File: config.mk
export PLATFORM = sky130hd
export DESIGN_NAME = ivec_reloc_ctrl
export DESIGN_NICKNAME = d
export VERILOG_FILES = /design/src/rtl/ivr_pkg.sv /design/src/rtl/ivr_boot_map.sv /design/src/rtl/ivr_unlock.sv /design/src/rtl/ivr_lock_gate.sv /design/src/rtl/ivr_vec_gen.sv /design/src/rtl/ivec_reloc_ctrl.sv
export SDC_FILE = /design/constraint.sdc
export NUM_CORES = 1
export LEC_CHECK = 0
export BUFFER_PORTS_ARGS = -buffer_cell sky130_fd_sc_hd__clkbuf_2
export CORE_UTILIZATION = 41
export CTS_CLUSTER_SIZE = 12
export DETAILED_ROUTE_END_ITERATION = 12
export PLACE_DENSITY = 0.84
export SYNTH_ARGS = -nofsm -noshare
export SYNTH_HDL_FRONTEND = slang
export SYNTH_SLANG_ARGS = --single-unit
export TNS_END_PERCENT = 30
File: constraint.sdc
create_clock -name clk -period 6.78 [get_ports clk]
set_clock_uncertainty 0.2 [all_clocks]
set_input_delay 1.695 -clock clk [delete_from_list [all_inputs] [get_ports clk]]
set_output_delay 1.695 -clock clk [all_outputs]
set_load 0.1 [all_outputs]
File: src/rtl/ivr_pkg.sv
package ivr_pkg;
   localparam int unsigned REG_W   = 8;
   localparam int unsigned IE1_BIT = 7;
   localparam int unsigned IE0_BIT = 6;
   localparam int unsigned SEL_BIT = 1;
   localparam int unsigned CE_BIT  = 0;
   localparam int unsigned NUM_BOOT_SIZES = 4;
endpackage

File: src/rtl/ivr_boot_map.sv
module ivr_boot_map #(
   parameter int unsigned PC_W           = 12,
   parameter int unsigned BOOT_MAX_WORDS = 1024
) (
   input  logic [1:0]      boot_size,
   output logic [PC_W-1:0] boot_base
);
   import ivr_pkg::*;
   localparam int unsigned PC_DEPTH = 1 << PC_W;

   if (BOOT_MAX_WORDS >= PC_DEPTH) begin : g_bad_size
      $error("boot region must be smaller than program memory");
   end
   if ((BOOT_MAX_WORDS % 8) != 0) begin : g_bad_align
      $error("largest boot region must be a multiple of 8 words");
   end

   logic [PC_W-1:0] start_tbl [NUM_BOOT_SIZES];

   // each size step halves the region, moving its start upward
   for (genvar k = 0; k < NUM_BOOT_SIZES; k++) begin : g_start
      assign start_tbl[k] = PC_W'(PC_DEPTH - (BOOT_MAX_WORDS >> k));
   end

   assign boot_base = start_tbl[boot_size];
endmodule

File: src/rtl/ivr_unlock.sv
module ivr_unlock #(
   parameter int unsigned WIN_CYC = 4
) (
   input  logic clk,
   input  logic rst_n,
   input  logic wr_en,
   input  logic wr_ce,
   input  logic wr_sel,
   input  logic instr_done,
   output logic sel_q,
   output logic ce_q,
   output logic hold_q,
   output logic arming
);
   localparam int unsigned CNT_W = $clog2(WIN_CYC + 1);

   if (WIN_CYC < 1) begin : g_bad_win
      $error("unlock window must be at least one cycle");
   end

   logic [CNT_W-1:0] win_cnt;
   logic             commit;

   assign arming = wr_en && wr_ce;
   assign commit = wr_en && !wr_ce && ce_q;

   always_ff @(posedge clk or negedge rst_n) begin
      if (!rst_n) begin
         sel_q   <= 1'b0;
         ce_q    <= 1'b0;
         win_cnt <= '0;
      end else if (arming) begin
         ce_q    <= 1'b1;
         win_cnt <= CNT_W'(WIN_CYC);
      end else if (commit) begin
         sel_q   <= wr_sel;
         ce_q    <= 1'b0;
         win_cnt <= '0;
      end else if (ce_q) begin
         if (win_cnt == CNT_W'(1)) begin
            ce_q    <= 1'b0;
            win_cnt <= '0;
         end else begin
            win_cnt <= win_cnt - CNT_W'(1);
         end
      end
   end

   always_ff @(posedge clk or negedge rst_n) begin
      if (!rst_n)          hold_q <= 1'b0;
      else if (commit)     hold_q <= 1'b1;
      else if (instr_done) hold_q <= 1'b0;
   end
endmodule

File: src/rtl/ivr_lock_gate.sv
module ivr_lock_gate #(
   parameter int unsigned PC_W = 12
) (
   input  logic            sel,
   input  logic [PC_W-1:0] pc,
   input  logic [PC_W-1:0] boot_base,
   input  logic            lock_app,
   input  logic            lock_boot,
   output logic            lock_blk
);
   logic in_boot;
   assign in_boot  = (pc >= boot_base);
   assign lock_blk = sel ? (lock_app && !in_boot) : (lock_boot && in_boot);
endmodule

File: src/rtl/ivr_vec_gen.sv
module ivr_vec_gen #(
   parameter int unsigned PC_W  = 12,
   parameter int unsigned IDX_W = 5
) (
   input  logic             sel,
   input  logic [PC_W-1:0]  boot_base,
   input  logic [IDX_W-1:0] irq_index,
   output logic [PC_W-1:0]  vec_addr
);
   if (IDX_W >= PC_W) begin : g_bad_idx
      $error("interrupt index must be narrower than the address");
   end

   logic [PC_W-1:0] base;
   assign base     = sel ? boot_base : '0;
   assign vec_addr = base + PC_W'(irq_index);
endmodule

File: src/rtl/ivec_reloc_ctrl.sv
module ivec_reloc_ctrl #(
   parameter int unsigned PC_W           = 12,
   parameter int unsigned IDX_W          = 5,
   parameter int unsigned BOOT_MAX_WORDS = 1024,
   parameter int unsigned WIN_CYC        = 4,
   parameter bit          LOCK_RULES_EN  = 1'b1
) (
   input  logic             clk,
   input  logic             rst_n,
   input  logic             wr_en,
   input  logic [7:0]       wr_data,
   output logic [7:0]       reg_q,
   input  logic [1:0]       boot_size,
   input  logic             lock_app,
   input  logic             lock_boot,
   input  logic [PC_W-1:0]  pc,
   input  logic             instr_done,
   input  logic [IDX_W-1:0] irq_index,
   output logic [PC_W-1:0]  vec_addr,
   output logic             irq_block
);
   import ivr_pkg::*;

   logic            ie1_q, ie0_q;
   logic            sel_q, ce_q, hold_q, arming;
   logic            lock_blk;
   logic [PC_W-1:0] boot_base;
   logic            unused_wr_bits;

   assign unused_wr_bits = ^wr_data[5:2];

   always_ff @(posedge clk or negedge rst_n) begin
      if (!rst_n) begin
         ie1_q <= 1'b0;
         ie0_q <= 1'b0;
      end else if (wr_en) begin
         ie1_q <= wr_data[IE1_BIT];
         ie0_q <= wr_data[IE0_BIT];
      end
   end

   ivr_boot_map #(.PC_W(PC_W), .BOOT_MAX_WORDS(BOOT_MAX_WORDS)) u_map (
      .boot_size (boot_size),
      .boot_base (boot_base)
   );

   ivr_unlock #(.WIN_CYC(WIN_CYC)) u_unlock (
      .clk        (clk),
      .rst_n      (rst_n),
      .wr_en      (wr_en),
      .wr_ce      (wr_data[CE_BIT]),
      .wr_sel     (wr_data[SEL_BIT]),
      .instr_done (instr_done),
      .sel_q      (sel_q),
      .ce_q       (ce_q),
      .hold_q     (hold_q),
      .arming     (arming)
   );

   ivr_vec_gen #(.PC_W(PC_W), .IDX_W(IDX_W)) u_vec (
      .sel       (sel_q),
      .boot_base (boot_base),
      .irq_index (irq_index),
      .vec_addr  (vec_addr)
   );

   if (LOCK_RULES_EN) begin : g_lock
      ivr_lock_gate #(.PC_W(PC_W)) u_gate (
         .sel       (sel_q),
         .pc        (pc),
         .boot_base (boot_base),
         .lock_app  (lock_app),
         .lock_boot (lock_boot),
         .lock_blk  (lock_blk)
      );
   end else begin : g_nolock
      logic unused_lock_in;
      assign unused_lock_in = lock_app ^ lock_boot ^ (^pc);
      assign lock_blk = 1'b0;
   end

   always_comb begin
      reg_q          = '0;
      reg_q[IE1_BIT] = ie1_q;
      reg_q[IE0_BIT] = ie0_q;
      reg_q[SEL_BIT] = sel_q;
      reg_q[CE_BIT]  = ce_q;
   end

   assign irq_block = arming || ce_q || hold_q || lock_blk;
endmodule

* Word level (Yosys, flattened, before mapping)
Cells that the tools add are included.
Storage, ports and cells: flip-flop bits (word level) 8, input port bits 33, output and inout bits 21, logic and storage cells 41
Cells by class: add/sub/neg operators 2, magnitude comparators 2, eq/ne operators 1, muxes and demuxes 15, bitwise gates (word level) 2, reduce and logical (&&, ||, !) cells 13
Operators by type and width (number):
- 12-bit 2-to-1 mux | 3
- 12-bit binary-select mux with 2-bit select | 1
- 12-bit by 5-bit adder with 12-bit output | 1
- 12-bit >= comparator | 1
- 3-bit 2-to-1 mux | 4
- 1-bit 2-to-1 mux | 7
- 1-bit logical AND | 5
- 3-bit by 1-bit equality test with 1-bit output (second input constant) | 1
- 3-bit >= comparator (second input constant) | 1
- 1-bit logical OR | 3
- 2-bit inverter with 3-bit output | 1
- 3-bit nonzero test | 1
- 3-bit by 1-bit subtractor with 3-bit output (second input constant) | 1
- 1-bit logical NOT | 2
- 2-bit AND reduction | 1
- 2-bit nonzero test | 1
- 1-bit inverter | 1

* Depth between registers and ports, before layout
depth after elaboration 9, depth in mapped cells 6, mapped depth without buffers 6

* By module
A second synthesis with hierarchy kept.
Unflattened totals: cells, all modules 156, area, all modules 1258.7 sq um
By module, submodules not included:
- ivr_vec_gen | instances 1, cells an instance 56, area each 420.4 sq um, seq. area each 0.0 sq um
- ivr_lock_gate | instances 1, cells an instance 43, area each 305.3 sq um, seq. area each 0.0 sq um
- ivr_unlock | instances 1, cells an instance 29, area each 292.8 sq um, seq. area each 150.1 sq um
- ivec_reloc_ctrl | instances 1, cells an instance 14, area each 143.9 sq um, seq. area each 50.0 sq um
- ivr_boot_map | instances 1, cells an instance 14, area each 96.3 sq um, seq. area each 0.0 sq um

* Least setup slack after synthesis
OpenSTA, ideal clock, no wires.
path kind input to output, start point input boot_size[0], end point output irq_block, data arrival time 3.444 ns, data required time 4.885 ns, path slack 1.441 ns, cell stages on the path 6, buffers on the path 0, cell sequence and2_1 > ha_1 > and4_1 > nand3_1 > and4_1 > or4b_1
On the way: cells in the longest elaborated chain, start to end 9, elaborated cells on any way between the ends 10, those cells by class order compare: 1; mux: 4; bitwise: 1; reduce/logical: 4
RTL lines:
- start: declaration | line ivec_reloc_ctrl.sv:13 | input logic [1:0] boot_size,
- 2-bit inverter with 3-bit output (implied by the code) * | line ivr_boot_map.sv:25 | assign boot_base = start_tbl[boot_size];
- 12-bit binary-select mux with 2-bit select * | line ivr_boot_map.sv:25
- 12-bit 2-to-1 mux (implied by the code) * (2 in a row) | line ivr_boot_map.sv:25
- 12-bit >= comparator * | line ivr_lock_gate.sv:12 | assign in_boot = (pc >= boot_base);
- 1-bit logical NOT | line ivr_lock_gate.sv:13 | assign lock_blk = sel ? (lock_app && !in_boot) : (lock_boot && in_boot);
- 1-bit logical AND | line ivr_lock_gate.sv:13
- 1-bit 2-to-1 mux * | line ivr_lock_gate.sv:13
- 1-bit logical OR * | line ivec_reloc_ctrl.sv:90 | assign irq_block = arming || ce_q || hold_q || lock_blk;
- end: declaration | line ivec_reloc_ctrl.sv:20 | output logic irq_block
Mark *: on every way between the ends. The rest lies on a longest branch, timed or not. The select of a mux whose other input is x is not followed.

* Final worst setup path
start point input boot_size[1], end point output irq_block
Same word-level chain as after synthesis.

==> results.md <==
- Status: finished, final reports clean
- Setup TNS: 0 ns
- Total die area: between 1500 and 2000 um2
- H-tree Lvls: 1
- Clock buffer depth: 2
- Hold Path Class: reg2reg
- Hold buffers post-CTS: 0
- Post-synth EDFFs: 0
- Final hold vios: 0
- Die Height: ~42 um
- Synth-to-layout area growth: 14.3%
- Max-cap violations: 0
- Final period util: slightly above 80%
- Num CTS Buffers: 3
- DRT Wirelength: around 1300 um
- Combinational share of power: roughly three fifths
- Clk pin slew, worst setup/hold paths: approximately 0.050 ns
- RR Endpoint: u_unlock.win_cnt[0]
- Hold Path Stages: 1
- I/O Pins: 54
- Vias in the first global route: 583
- RSZ-0062 raised after global routing: false
- Yosys reg bits: 8
- Data required, critical path: around 5 ns
- Sequential fraction of the synthesis area: 30.2%
- CP Launch Type: input port
- Leakage: approximately 0.44 nW
- Root Buffer: clkbuf_4
- Minimum clock period: approximately 5.5 ns
- Crit Path Class: in2out
- Layout Nets: between 100 and 150
- CP max FO: 5
- Tightest Pin Transition: 0.540 ns
- # diodes: 0
- CP Data Arrival Time: around 3.6 ns
- Sw power: about 140 uW
- Ys flop type: dfrtp_1
- Core ar.: 1510 um2
- Mapped Avg Cell Area: around 9.1 um2
- Post-synth top area share: 30.2%
- Routed WL per cell: approximately 12 um
- Total grt overflow: 0
- CP max-delay cell: or4b_1
- Netlist cell types: 25
- Slew HR: between 60 and 70%
- Fraction of layout cells with a size suffix above 1: about 43%
- Commonest cells post-synth: 17 x buf_4, 8 x dfrtp_1, 6 x inv_1, 5 x ha_1
- Final Power: around 240 uW
- Total of warnings raised by yosys: 0
- Final HPWL DP: between 1000 and 1500 um
- Clock latency on the worst-skew pair: about 0.25 ns
- R2r setup slk: ~5.4 ns
- GPL Wtd Cong: 0.728
- Seq pwr share: between 20% and 30%
- Via count: roughly 580
- PostCTS Resize Cnt: 0
- Peak supply drop: approximately 0.00014 V
- Iter 0 DRT Violations: 3
- Top-count cell post-synth: buf_4
- Drt pass-1 iters: 2
- Total GRT Usage: between 10% and 20%
- Synth Instances: 73
- Worst R2R Start: u_unlock.win_cnt[1]
- Top post-synthesis cells by area: dfrtp_1 30%, buf_4 19%, ha_1 9.4%
- Die Width: around 42 um
- Pins Over Slew Limit: 0
- CP Capture Type: output pin
- Sink Count: 8
- Int Pwr: just over 100 uW
- Max Freq: 183 MHz
- DRT antenna net count: 0
- CTS tree: built
- Mapped Area: approximately 660 um2
- Sw Ratio: 57.2%
- Max stage delay on crit path: between 0.4 and 0.5 ns
- Setup bufs post-CTS: 0
- CP Launch Point: boot_size[1]
- Initial antenna violation count: 0
- DRC: 0
- Post-synth top area cell: dfrtp_1
- Port Buffer Count: 33
- Final setup violation count: 0
- FP Rows: 14
- Clock power share: around 15%
- Initial Utilization: between 40% and 50%
- Hold_sp: ie1_q
- Post-DR vias/cell: between 5 and 6
- Hold Path End: ie1_q
- R2r worst-path depth: 6
- Ys async rst share: 100%
- CP Cell Sequence: clkbuf_2 -> and2_1 -> ha_1 -> and4_1 -> nand3_1 -> and4_1 -> or4b_1 -> clkbuf_2
- Power Density: roughly 320 nW/um2
- Largest net degree at the start of global routing: 10
- First-pass GRT wire length: roughly 2200 um
-- sequential cells by signal, summed over array words and instances (netlist names) --
signal,count
u_unlock.win_cnt,3
ie0_q,1
ie1_q,1
u_unlock.ce_q,1
u_unlock.hold_q,1
u_unlock.sel_q,1
-- layout by cell type (no fill, tap or decap), types with 2 or more instances in the layout --
master and count:
clkbuf_2 33, dfrtp_1 8, inv_1 6, conb_1 6, ha_1 5, nand2_1 4, o21ai_0 4, nor2_1 3
nor2b_1 3, mux2_2 3, clkbuf_4 3, and2_1 2, o211a_1 2, and4_1 2, a21oi_1 2
-- critical path: cells and delay by family --
kind,cells,cell delay (ns)
fa+ha+maj,1,0.27
buf+inv,2,0.49
simple gates,5,1.09
-- layout make-up --
class,count,area [um2]
Sequential cell,8,200
Inverter,6,22.5
Timing Repair Buffer,33,165
Fill cell,156,748
Clock buffer,3,22.5
Multi-Input combinational cell,46,328
Tap cell,16,20.0
-- power by group through the flow --
stage | registers [mW] | clock network, mW | logic (mW)
floorplan | 0.0631 | 0 | 0.145
global placement | 0.0648 | 0 | 0.137
detailed placement | 0.0656 | 0 | 0.140
CTS | 0.0649 | 0.0371 | 0.141
global route | 0.0658 | 0.0388 | 0.147
finish | 0.0647 | 0.0356 | 0.140
-- routing by layer --
layer  vias to the layer above  part of all wire (%)  wire, um  GRT usage, %
li1                        275                     -         -             -
met1                       257                    34       449          14.4
met2                        39                    52       692          30.5
met3                         6                    11       141          4.31
met4                         0                   4.2        56          11.3
met5                         -                     0         0             0
-- cell families (layout without fill, tap and decap cells) --
kind of cell             Yosys count  count (layout)  share of synthesized area [%]
multiplexers                       3               3                           5.09
flip-flops                         8               8                           30.2
other                              1               6                          0.565
adder cells (fa/ha/maj)            5               5                           9.43
AND/OR/NAND/NOR                   21              21                           20.8
AO/OA/AOI/OAI                     11              11                           10.8
buffers and inverters             24              42                           23.2
-- stage by stage --
step           hold slack [ns]  worst slack [ns]  cells  util [%]  instance area, um2
6_report                 0.314              1.32    112      50.3                 758
4_1_cts                  0.318              1.32    112      50.3                 758
3_3_place_gp             0.291              1.36    109      48.8                 736
2_1_floorplan            0.282              1.44     78         -                 682
3_5_place_dp             0.306              1.32    109      48.8                 736
5_1_grt                  0.337              1.21    112      50.3                 758
-- worst max path at each step --
stage,depth (start not counted),slack (ns),end
after floorplan,6,1.44,irq_block
after global placement,8,1.36,irq_block
after detailed placement,8,1.32,irq_block
after CTS,8,1.32,irq_block
after global routing,8,1.21,irq_block
final,8,1.32,irq_block
Power figures use the tool's default switching activity.
